===== src/rtl/abm_pkg.sv =====
package abm_pkg;
  localparam int CELLS = 4;

  typedef enum logic [2:0] {
    INS_BYPASS  = 3'd0,
    INS_SAMPLE  = 3'd1,
    INS_EXTEST  = 3'd2,
    INS_INTEST  = 3'd3,
    INS_PROBE   = 3'd4,
    INS_CLAMP   = 3'd5,
    INS_HIGHZ   = 3'd6,
    INS_RUNBIST = 3'd7
  } abm_instr_e;

  typedef struct packed {
    logic core;
    logic hi;
    logic lo;
    logic gnd;
    logic ab1;
    logic ab2;
  } abm_sw_t;

  // bit 3 calibrate .. bit 0 data2
  typedef struct packed {
    logic cal;
    logic ctl;
    logic d1;
    logic d2;
  } abm_cells_t;

  localparam abm_sw_t SW_CORE_ONLY = '{core: 1'b1, default: 1'b0};
endpackage


===== src/rtl/abm_sync.sv =====
module abm_sync #(
  parameter int STAGES = 2
) (
  input  logic clk_i,
  input  logic rst_ni,
  input  logic d_i,
  output logic q_o
);
  logic [STAGES-1:0] chain_q;

  generate
    for (genvar g = 0; g < STAGES; g++) begin : g_stage
      if (g == 0) begin : g_first
        always_ff @(posedge clk_i or negedge rst_ni) begin
          if (!rst_ni) chain_q[g] <= 1'b0;
          else         chain_q[g] <= d_i;
        end
      end else begin : g_rest
        always_ff @(posedge clk_i or negedge rst_ni) begin
          if (!rst_ni) chain_q[g] <= 1'b0;
          else         chain_q[g] <= chain_q[g-1];
        end
      end
    end
  endgenerate

  assign q_o = chain_q[STAGES-1];
endmodule


===== src/rtl/abm_scan_seg.sv =====
module abm_scan_seg
  import abm_pkg::*;
(
  input  logic       clk_i,
  input  logic       rst_ni,
  input  logic       sel_i,
  input  logic       shift_en_i,
  input  logic       capture_en_i,
  input  logic       update_en_i,
  input  logic       tdi_i,
  input  logic       dig_i,
  output logic       tdo_o,
  output abm_cells_t shift_o,
  output abm_cells_t upd_o
);
  logic [CELLS-1:0] sh_q;
  logic [CELLS-1:0] up_q;

  always_ff @(posedge clk_i or negedge rst_ni) begin
    if (!rst_ni) begin
      sh_q <= '0;
    end else if (sel_i && capture_en_i) begin
      sh_q <= {up_q[CELLS-1:1], dig_i};
    end else if (sel_i && shift_en_i) begin
      sh_q <= {tdi_i, sh_q[CELLS-1:1]};
    end
  end

  always_ff @(posedge clk_i or negedge rst_ni) begin
    if (!rst_ni)                  up_q <= '0;
    else if (sel_i && update_en_i) up_q <= sh_q;
  end

  assign tdo_o   = sh_q[0];
  assign shift_o = abm_cells_t'(sh_q);
  assign upd_o   = abm_cells_t'(up_q);
endmodule


===== src/rtl/abm_decode.sv =====
module abm_decode
  import abm_pkg::*;
(
  input  abm_cells_t  cells_i,
  input  logic [2:0]  instr_i,
  output abm_sw_t     sw_o,
  output logic        conflict_o
);
  abm_instr_e ins;
  assign ins = abm_instr_e'(instr_i);

  always_comb begin
    sw_o       = SW_CORE_ONLY;
    conflict_o = 1'b0;
    unique case (ins)
      INS_INTEST: begin
        sw_o      = '0;
        sw_o.ab1  = cells_i.ctl;
        sw_o.ab2  = cells_i.cal;
        unique case ({cells_i.d1, cells_i.d2})
          2'b00:   sw_o.hi   = 1'b1;
          2'b01:   sw_o.lo   = 1'b1;
          2'b10:   sw_o.gnd  = 1'b1;
          default: sw_o.core = 1'b1;
        endcase
      end
      INS_EXTEST: begin
        sw_o       = '0;
        sw_o.ab1   = cells_i.ctl;
        sw_o.ab2   = cells_i.cal;
        sw_o.lo    = cells_i.d2;
        // low rail wins a double request
        sw_o.hi    = cells_i.d1 & ~cells_i.d2;
        conflict_o = cells_i.d1 & cells_i.d2;
      end
      INS_PROBE: begin
        sw_o      = SW_CORE_ONLY;
        sw_o.ab1  = cells_i.ctl;
        sw_o.ab2  = cells_i.cal;
      end
      INS_HIGHZ: sw_o = '0;
      default:   sw_o = SW_CORE_ONLY;
    endcase
  end
endmodule


===== src/rtl/abm_ctrl.sv =====
module abm_ctrl
  import abm_pkg::*;
#(
  parameter int SYNC_STAGES = 2
) (
  input  logic       clk_i,
  input  logic       rst_ni,
  input  logic [2:0] instr_i,
  input  logic       sel_i,
  input  logic       shift_en_i,
  input  logic       capture_en_i,
  input  logic       update_en_i,
  input  logic       tdi_i,
  output logic       tdo_o,
  input  logic       cmp_i,
  output logic       sw_core_o,
  output logic       sw_hi_o,
  output logic       sw_lo_o,
  output logic       sw_gnd_o,
  output logic       sw_ab1_o,
  output logic       sw_ab2_o,
  output logic       conflict_o
);
  logic       dig;
  abm_cells_t sh_cells, up_cells, dec_cells;
  abm_sw_t    sw_next, sw_q;
  logic       conf_next, conf_q;

  abm_sync #(.STAGES(SYNC_STAGES)) u_sync (
    .clk_i (clk_i),
    .rst_ni(rst_ni),
    .d_i   (cmp_i),
    .q_o   (dig)
  );

  abm_scan_seg u_seg (
    .clk_i       (clk_i),
    .rst_ni      (rst_ni),
    .sel_i       (sel_i),
    .shift_en_i  (shift_en_i),
    .capture_en_i(capture_en_i),
    .update_en_i (update_en_i),
    .tdi_i       (tdi_i),
    .dig_i       (dig),
    .tdo_o       (tdo_o),
    .shift_o     (sh_cells),
    .upd_o       (up_cells)
  );

  // decode the value the cells hold after this update
  assign dec_cells = sel_i ? sh_cells : up_cells;

  abm_decode u_dec (
    .cells_i   (dec_cells),
    .instr_i   (instr_i),
    .sw_o      (sw_next),
    .conflict_o(conf_next)
  );

  always_ff @(posedge clk_i or negedge rst_ni) begin
    if (!rst_ni) begin
      sw_q   <= SW_CORE_ONLY;
      conf_q <= 1'b0;
    end else if (update_en_i) begin
      if (abm_instr_e'(instr_i) == INS_CLAMP) begin
        sw_q.core <= 1'b0;
      end else begin
        sw_q   <= sw_next;
        conf_q <= conf_next;
      end
    end
  end

  assign sw_core_o  = sw_q.core;
  assign sw_hi_o    = sw_q.hi;
  assign sw_lo_o    = sw_q.lo;
  assign sw_gnd_o   = sw_q.gnd;
  assign sw_ab1_o   = sw_q.ab1;
  assign sw_ab2_o   = sw_q.ab2;
  assign conflict_o = conf_q;
endmodule


===== config.mk =====
export PLATFORM = sky130hd
export DESIGN_NAME = abm_ctrl
export DESIGN_NICKNAME = d
export VERILOG_FILES = /design/src/rtl/abm_pkg.sv /design/src/rtl/abm_sync.sv /design/src/rtl/abm_scan_seg.sv /design/src/rtl/abm_decode.sv /design/src/rtl/abm_ctrl.sv
export SDC_FILE = /design/constraint.sdc
export NUM_CORES = 1
export LEC_CHECK = 0
export ABC_AREA = 1
export BUFFER_PORTS_ARGS = -buffer_cell sky130_fd_sc_hd__clkbuf_2
export CORE_AREA = 2 2 48 50
export CTS_CLUSTER_SIZE = 30
export DETAILED_ROUTE_END_ITERATION = 6
export DIE_AREA = 0 0 50 52
export SETUP_SLACK_MARGIN = 0.02
export SLEW_MARGIN = 20
export SYNTH_ARGS = -nofsm -noshare
export SYNTH_HDL_FRONTEND = slang
export SYNTH_SLANG_ARGS = --single-unit

===== constraint.sdc =====
create_clock -name clk_i -period 1.4 [get_ports clk_i]
set_input_delay 0.28 -clock clk_i [delete_from_list [all_inputs] [get_ports clk_i]]
set_output_delay 0.28 -clock clk_i [all_outputs]
set_load 0.02 [all_outputs]

==> Word level (Yosys, flattened, before mapping) <==
Cells that the tools add are included.
{ "word_totals": {"ff_bits": 17, "out_inout_bits": 8, "elab_cells": 39} }
{ "op_classes": {"eq_ne": 7, "mux": 10, "bitwise_logic": 4, "n_reduce_logical": 7} }
{ "ops": {"columns": ["operator", "count"], "rows": [
  ["$pmux W6 S4", 1],
  ["$mux W4", 3],
  ["$eq A3 B3 Y1 const B", 3],
  ["$eq A3 B2 Y1 const B", 2],
  ["$mux W1", 6],
  ["$logic_and A1 B1 Y1", 3],
  ["$reduce_or A3 Y1", 1],
  ["$and A1 B1 Y1", 2],
  ["$eq A2 B1 Y1 const B", 1],
  ["$eq A2 B2 Y1 const B", 1],
  ["$logic_not A2 Y1", 1],
  ["$not A1 Y1", 2],
  ["$reduce_and A2 Y1", 1],
  ["$reduce_bool A2 Y1", 1]
]} }

==> Longest topological paths before layout <==
Gate-level depths: netlist of the first run.
{ "depth": {"ltp_word": 6, "mapped_depth": 7, "depth_no_buf": 7} }

==> Modules after synthesis <==
From an unflattened synthesis of the first run, not the netlist that was laid out.
{ "unflattened": {"cells_unflattened": 119, "area_unflattened_um2": 899.6} }
{ "by_module_without_submodules": {"columns": ["mod", "n_inst", "cells_per_inst", "area_each_um2", "seq_area_each_um2"], "rows": [
  ["abm_scan_seg", 1, 50, 389.1, 200.2],
  ["abm_ctrl", 1, 45, 364.1, 176.4],
  ["abm_decode", 1, 22, 96.3, 0.0],
  ["abm_sync", 1, 2, 50.0, 50.0]
]} }

==> Worst setup path after synthesis of the first run <==
OpenSTA, ideal clock, no wires.
{ "synth_timing": {"path_type": "register to register", "startpoint": "register u_seg.sh_q[0], in the netlist u_seg.shift_o[0]", "endpoint": "register sw_q (netlist bit sw_lo_o)", "arrival_ns": 0.800, "t_required_ns": 1.284, "slack_ns": 0.483, "stages_incl_launch_ff": 7, "path_buffers": 0, "period_less_slack_ns": 0.917, "cell_sequence": "dfrtp_1 nand2_4 nand2_2 inv_2 nor2_2 nand2_1 nand2_1"} }
{ "synth_between": {"elab_chain_len": 4} }
{ "synth_rtl": {"columns": ["item", "line", "source"], "rows": [
  ["start: declaration", "abm_scan_seg.sv:16", "logic [CELLS-1:0] sh_q;"],
  ["start signal: assignment", "abm_scan_seg.sv:23", "sh_q <= {up_q[CELLS-1:1], dig_i};"],
  ["start signal: assignment", "abm_scan_seg.sv:25", "sh_q <= {tdi_i, sh_q[CELLS-1:1]};"],
  ["$mux W4 *", "abm_ctrl.sv:51", "assign dec_cells = sel_i ? sh_cells : up_cells;"],
  ["$eq A2 B1 Y1", "abm_decode.sv:20", "unique case ({cells_i.d1, cells_i.d2})"],
  ["$mux W1", "abm_decode.sv:20", null],
  ["$pmux W6 S4 *", "abm_decode.sv:15", "unique case (ins)"],
  ["end signal: assignment", "abm_ctrl.sv:68", "sw_q <= sw_next;"],
  ["end: declaration", "abm_ctrl.sv:26", "abm_sw_t sw_next, sw_q;"]
]} }
Mark *: on every way between the ends. The rest lies on a longest branch, timed or not.
A chain may end at the register's enable or synchronous reset.

==> Worst setup path in the final report of the first run <==
{ "layout_timing": {"startpoint": "register sw_q (netlist bit sw_core_o)", "endpoint": "output sw_core_o"} }
{ "layout_rtl": {"columns": ["item", "line", "source"], "rows": [
  ["end: declaration", "abm_ctrl.sv:16", "output logic sw_core_o,"]
]} }
No word-level cell between the ends.

==> flow_summary.ini, run 1 <==
[power_and_ir_drop]
fin_total_pwr_mw = 1.10
power_density_nw_per_um2 = 1100
leakagePower_nw = 0.578
peakVddDrop_uv = 599

[sta]
timing.fmax_mhz = 797
tightest_slew_ps = 414
finalCriticalPeriod_ps = 1250
hold_violations = 0
skew_ps = 8.83
finalSetupTns_ps = 0
setup_viol = 0
drv_slew = 0
setup_ws_ps = 146
fin_crit_sh = 0.896
rsz0062_at_grt = false
maxSlewHeadroom = 0.724

[clocking]
clkLatencyLatePin_ps = 290
path_clk_slew_ps = 100
clock_tree.buffer_depth = 2
cts_buffers = 3
clockRootBuffer = clkbuf_4
cts_setup_buffers = 0
cts_resized = 0
htree_levels = 1
cts_sinks = 17
cts_tree = built

[setup_path]
crit_path_max_incr_delay_ps = 540
crit_slowest_cell = dfstp_2
cp_data_arrival_time_ps = 970
r2r_slack_ps = 460
path_max_fanout = 2
r2r_end = sw_hi_o
path_class = register to primary output
end_kind = primary output
worst-path-buf-inv = 1
start_kind = register
regToRegStartpoint = u_seg.shift_o[1]
critPathTopFamily = flip-flops
path_cells = clkbuf_2
critPathRequiredTime_ps = 1120
rr_worst_depth = 7

[detailed_routing]
viasPerCell = 4.80
drt-initial-drc-count = 10
avgRoutedWirePerCell_um = 10.5
final_antenna_net_count = 0
first_pass_iters = 3
dr_total_vias = 782
drc = 0
routed_wl_um = 1710

[synthesis]
ys_warn_count = 0
ys_types = 16
synth-edff-count = 0
yosysMostFrequentCell = nand2_1
syn_area_um2 = 851
synth_commonest_cells = nand2_1 (47), dfrtp_1 (16), inv_1 (12)
syn_area_per_cell_um2 = 7.53
synthArstFlopShare = 1.00
netlist_top_cells_area = dfrtp_1 (47%), nand2_1 (21%), o21ai_0 (5.9%)
ys_ff_latch = 17
yosys_most_used_dff = dfrtp_1
synthCells = 113
synth_top_area_frac = 0.471
yosys.area.top_type = dfrtp_1
seq_area_frac_synth = 0.501
synth_fp_nets = 124

[run]
drv_cap = 0

[worst_hold_path]
hold_end = u_sync.chain_q[0]
hold_depth = 1
hp-start = cmp_i
hp-class = input port to register

[placed_design]
dp_cells = 158
gp_congestion = 0.781
hpwl_um = 1380
numPortBuffers = 18
dpl_worst_slack_ps = 161

[finish]
diodes = 0
layout-drive-gt1-share = 0.230
nets = 147
layout.cells.non_filler = 163
n_fill_cell = 227
syn2layout_area_growth_pct = 17.8

[floorplan]
io_pins = 19
core_um2 = 2110
die_w_um = 50
start_util = 0.404
die_h_um = 52
dieArea_um2 = 2600
num_rows = 17

[global_routing]
track_usage = 0.160
grt_pass1_wl_um = 3140
grt_max_degree = 18
antenna_found_initial = 0
grt_pass1_vias = 769
overflow = 0

[status]
status = finished, final reports clean
[flip-flops by register name, indices dropped and copies added (netlist names)]
signal	cells
sw_hi_o	1
sw_ab2_o	1
sw_ab1_o	1
u_sync.q_o	1
sw_core_o	1
sw_gnd_o	1
conflict_o	1
u_seg.upd_o	4
u_seg.shift_o	4
sw_lo_o	1
u_sync.chain_q	1
[area by class of cell]
class / instances / area, µm² / share of cell area
Timing Repair Buffer: 19 / 100 / 0.0999
Tap cell: 28 / 35.0 / 0.0350
Multi-Input combinational cell: 82 / 364 / 0.363
Clock inverter: 1 / 5.00 / 0.00499
Inverter: 13 / 48.8 / 0.0487
Sequential cell: 17 / 427 / 0.426
Clock buffer: 3 / 22.5 / 0.0225
[kinds of logic after synthesis]
group,synth area share
buffers and inverters,0.0706
flip-flops,0.501
AO/OA/AOI/OAI,0.0853
AND/OR/NAND/NOR,0.343
[stage by stage]
stage	hold WS, ps	utilization	cell area, µm²
after global placement	235	0.458	965
after global routing	70.7	0.476	1000
after floorplan	-15.6	-	851
after CTS	85.0	0.476	1000
after detailed placement	233	0.458	965
final	88.3	0.476	1000
[power by group]
group          switching [mW]  internal, mW
Combinational           0.163        0.0860
Sequential             0.0447         0.554
Clock                   0.149         0.106
[routing by layer]
metal,vias up,GRT usage,wire length (µm)
met3,2,0.0230,71
met5,-,0,0
li1,399,-,-
met2,17,0.289,855
met1,364,0.184,768
met4,0,0.0787,14
[cells in the final DEF, fill, tap and decap left out, drive strengths merged]
cell / n
nand3: 5
nor2: 9
clkinv: 1
clkbuf: 21
nand2: 53
nand4: 1
a31oi: 2
dfstp: 1
dfrtp: 16
a21oi: 1
inv: 13
dlygate4sd3: 1
o21ai: 11
[worst max path at each step]
stage / startpoint / end / depth (start not counted)
2_1_floorplan: u_seg.shift_o[0] / sw_lo_o / 6
3_3_place_gp: sel_i / sw_hi_o / 8
3_5_place_dp: sel_i / u_seg.shift_o[0] / 4
4_1_cts: sw_core_o / sw_core_o / 1
5_1_grt: sw_core_o / sw_core_o / 1
6_report: sw_core_o / sw_core_o / 1
[timing repair]
item / 4_1_cts / 5_1_grt
endpoints found under the setup margin: 0 / 0
hold buffers: 1 / 0
endpoints found under the hold margin: 16 / 0
(Power assumes the default switching activity.)
==> run 2, diff against run 1 <==
CORE_AREA = 2 2 53 45   (was 2 2 48 50)
DIE_AREA = 0 0 55 47   (was 0 0 50 52)
==> run 2 against run 1 <==
  * Die area fell by 0.58%
  * Register-to-register slack barely moved
  * Final cell count fell by 1.8%
  * Highest routed layer unchanged
  * Routed wire length fell by 4.2%
  * Clock skew fell by 7.9 ps
  * Clock power rose by 2%
  * Sequential cell count did not move
  * Worst hold slack got worse by 0.80 ps
==> flow_summary.ini, run 2 (synthesized netlist as in run 1, its figures left out) <==
[detailed_routing]
routed_wl_um = 1640
drt-initial-drc-count = 13
drc = 0
first_pass_iters = 4
avgRoutedWirePerCell_um = 10.2
viasPerCell = 4.60
final_antenna_net_count = 0
dr_total_vias = 736

[sta]
skew_ps = 0.876
timing.fmax_mhz = 788
fin_crit_sh = 0.906
setup_ws_ps = 132
tightest_slew_ps = 421
maxSlewHeadroom = 0.719
hold_ws_ps = 87.5
rsz0062_at_grt = false
finalSetupTns_ps = 0
hold_violations = 0
setup_viol = 0
finalCriticalPeriod_ps = 1270
drv_slew = 0

[setup_path]
cp_data_arrival_time_ps = 990
critPathRequiredTime_ps = 1120
worst-path-buf-inv = 1
crit_slowest_cell = dfstp_2
path_class = register to primary output
r2r_slack_ps = 460
path_cells = clkbuf_2
rr_worst_depth = 7
path_max_fanout = 2
start_kind = register
end_kind = primary output
crit_path_max_incr_delay_ps = 540
r2r_end = sw_hi_o
critPathTopFamily = flip-flops
regToRegStartpoint = u_seg.shift_o[1]

[floorplan]
io_pins = 19
die_w_um = 55
die_h_um = 47
dieArea_um2 = 2590
start_util = 0.412
core_um2 = 2060
num_rows = 15

[finish]
ff_latch_area_um2 = 427
diodes = 0
layout.cells.non_filler = 160
multi_input_area_um2 = 364
final_cell_mix = nand2_1 (47), clkbuf_2 (18), dfrtp_1 (16)
n_fill_cell = 220
stdcell_area_um2 = 997
fin_util = 0.483
layout-drive-gt1-share = 0.222
syn2layout_area_growth_pct = 17.2
layout.cells.most_common = nand2_1
nets = 147

[power_and_ir_drop]
leakagePower_nw = 0.575
power_density_nw_per_um2 = 1110
fin_total_pwr_mw = 1.10
peakVddDrop_uv = 819

[clocking]
htree_levels = 1
cts_resized = 0
clkLatencyLatePin_ps = 290
path_clk_slew_ps = 90
cts_buffers = 3
clockRootBuffer = clkbuf_4
cts_setup_buffers = 0
clock_tree.buffer_depth = 2
cts_tree = built
cts_sinks = 17

[global_routing]
grt_max_degree = 18
antenna_found_initial = 0
grt_pass1_vias = 606
grt_pass1_wl_um = 2670
track_usage = 0.151
overflow = 0

[worst_hold_path]
hp-start = cmp_i
hold_depth = 1
hp-class = input port to register
hold_end = u_sync.chain_q[0]

[status]
status = finished, final reports clean

[placed_design]
numPortBuffers = 18
dp_cells = 155
placed_cell_area_um2 = 961
gp_congestion = 0.761
dpl_worst_slack_ps = 200
hpwl_um = 1260

[run]
drv_cap = 0
## run 2: power breakdown
group / switching [mW] / leakage [nW] / internal [mW]
sequential: 0.0461 / 0.210 / 0.554
combinational: 0.158 / 0.350 / 0.0859
clock: 0.149 / 0.0150 / 0.111
total: 0.353 / 0.575 / 0.751
## run 2: repair_timing
action                                  in CTS  in global routing
endpoints found under the hold margin       16                  0
endpoints found under the setup margin       0                  0
hold buffers                                 1                  0
## run 2: per-layer routing
layer	track usage	routed length, µm	vias to the layer above
met3	0.0669	74	4
met4	0.0439	15	0
met5	0	0	-
met2	0.207	689	17
met1	0.215	858	319
li1	-	-	396
## run 2: final cells by class
cell class | instances | share of cell area
timing repair buffer | 19 | 0.100
sequential | 17 | 0.428
multi-input combinational | 82 | 0.365
tap | 25 | 0.0314
inverter | 13 | 0.0489
clock buffer | 4 | 0.0263
## run 2: how the worst max path moves through the flow
stage                      from                to  slack [ps]  cells past startpoint
3_3_place_gp              sel_i  u_seg.shift_o[1]         240                      6
4_1_cts               sw_core_o         sw_core_o         120                      1
3_5_place_dp              sel_i           sw_hi_o         200                      8
5_1_grt               sw_core_o         sw_core_o          80                      1
2_1_floorplan  u_seg.shift_o[0]           sw_lo_o         480                      6
6_report              sw_core_o         sw_core_o         130                      1
==> run 3, diff against run 2 <==
--- a/config.mk
+++ b/config.mk
@@ -9,4 +9,5 @@
 export BUFFER_PORTS_ARGS = -buffer_cell sky130_fd_sc_hd__clkbuf_2
 export CORE_AREA = 2 2 53 45
+export CTS_CLUSTER_DIAMETER = 200
 export CTS_CLUSTER_SIZE = 30
 export DETAILED_ROUTE_END_ITERATION = 6
==> constraint.sdc (replaced) <==
create_clock -name clk_i -period 1.4 [get_ports clk_i]
set_input_delay 0.28 -clock clk_i [delete_from_list [all_inputs] [get_ports clk_i]]
set_output_delay 0.28 -clock clk_i [all_outputs]
set_load 0.1 [all_outputs]
==> run 3 against run 2 <==
  * Sequential power is 2% higher
  * Routed wire length fell by 1.6%
  * Total power grew 18%
  * Design area grew 12%
  * Final cell count unchanged
  * Highest routed layer unchanged
  * Core utilization rose by 5.9 points
  * Count of clock-buffer cells in the layout unchanged
  * Via count rose by 0.41%
  * Critical path type unchanged
  * Register-to-register slack improved by 30 ps
  * Largest power group unchanged
  * Die area unchanged
  * Combinational power grew 74%
==> flow_summary.ini, run 3 (synthesized netlist as in run 1, its figures left out) <==
[placed_design]
hpwl_um = 1280
gp_congestion = 0.781
numPortBuffers = 18
dpl_worst_slack_ps = 204
placed_cell_area_um2 = 1080

[global_routing]
overflow = 0
grt_pass1_wl_um = 2700
grt_pass1_vias = 649
antenna_found_initial = 0
grt_max_degree = 18
track_usage = 0.151

[sta]
tightest_slew_ps = 420
setup_viol = 0
maxSlewHeadroom = 0.720
skew_ps = 5.56
finalSetupTns_ps = 0
rsz0062_at_grt = false
fin_crit_sh = 0.944
setup_ws_ps = 79.0
timing.fmax_mhz = 757
finalCriticalPeriod_ps = 1320
hold_violations = 0
drv_slew = 0

[status]
status = finished, final reports clean

[setup_path]
crit_path_max_incr_delay_ps = 570
crit_slowest_cell = dfstp_2
start_kind = register
end_kind = primary output
cp_data_arrival_time_ps = 1040
worst-path-buf-inv = 1
path_cells = buf_12
critPathRequiredTime_ps = 1120
path_class = register to primary output
critPathTopFamily = flip-flops
path_max_fanout = 2

[floorplan]
num_rows = 15
dieArea_um2 = 2590
die_w_um = 55
core_um2 = 2060
start_util = 0.412
die_h_um = 47
io_pins = 19

[power_and_ir_drop]
peakVddDrop_uv = 746
pwr-share-seq = 0.472
combPwrFrac = 0.326
p_int_uw = 813
p_clk_frac = 0.202
switching_share = 0.374
leakagePower_nw = 0.607
power_density_nw_per_um2 = 1160
switchingPower_uw = 485

[detailed_routing]
first_pass_iters = 4
drc = 0
dr_total_vias = 739
avgRoutedWirePerCell_um = 10.1
final_antenna_net_count = 0
viasPerCell = 4.62
routed_wl_um = 1610
drt-initial-drc-count = 17

[clocking]
clkLatencyLatePin_ps = 300
path_clk_slew_ps = 90
cts_buffers = 3
cts_sinks = 17
cts_tree = built
htree_levels = 1
clock_tree.buffer_depth = 2
cts_resized = 0
clockRootBuffer = clkbuf_4

[finish]
diodes = 0
nets = 147
final_cell_mix = nand2_1 (47), dfrtp_1 (15), inv_1 (12)
layout-drive-gt1-share = 0.230
layout.cells.most_common = nand2_1
syn2layout_area_growth_pct = 31.5
stdcell_area_um2 = 1120

[run]
drv_cap = 0

[worst_hold_path]
hp-class = input port to register
-- run 3: per-layer routing --
layer / share of wire / global-route usage / routed length (µm)
met1: 0.48 / 0.218 / 779
met3: 0.075 / 0.0669 / 121
met5: 0 / 0 / 0
met2: 0.43 / 0.212 / 699
met4: 0.0068 / 0.0293 / 11
-- run 3: through the flow --
| stage | instances | hold slack, ps | power, mW | util |
|---|---|---|---|---|
| after floorplan | 113 | -15.6 | 0.888 | - |
| after global placement | 155 | 236 | 1.04 | 0.524 |
| after detailed placement | 155 | 237 | 1.05 | 0.524 |
| after CTS | 160 | 78.5 | 1.31 | 0.542 |
| after global routing | 160 | 66.7 | 1.38 | 0.542 |
| final | 160 | 91.4 | 1.30 | 0.542 |
-- run 3: layout make-up --
cell class | count | area [µm²]
well taps | 25 | 31.3
fillers | 207 | 946
repair buffers | 19 | 220
multi-input cells | 82 | 364
inverters | 13 | 48.8
flip-flops and latches | 17 | 428
clock buffers | 4 | 26.3
-- run 3: worst paths after layout --
check	start	end	slack (ps)	cells after the start
max in group asynchronous	rst_ni	sw_core_o	640	2
min reg2reg	u_sync.chain_q[0]	u_sync.q_o	360	0
max reg2reg	u_seg.shift_o[1]	sw_hi_o	490	7
max	sw_core_o	sw_core_o	80	1
min in group asynchronous	rst_ni	u_seg.shift_o[2]	440	2
min	cmp_i	u_sync.chain_q[0]	90	1
-- run 3: timing repair --
| action | 4_1_cts | 5_1_grt |
|---|---|---|
| hold buffers | 1 | 0 |
| hold endpoints to repair | 16 | 0 |
| buffers inserted | 0 | 0 |
| endpoints found under the setup margin | 0 | 0 |
-- run 3: power groups by stage --
stage	Combinational, mW	Sequential [mW]	Clock (mW)
after floorplan	0.146	0.742	0
after global placement	0.421	0.622	0
after detailed placement	0.425	0.621	0
after CTS	0.427	0.613	0.274
after global routing	0.462	0.622	0.299
final	0.423	0.613	0.262
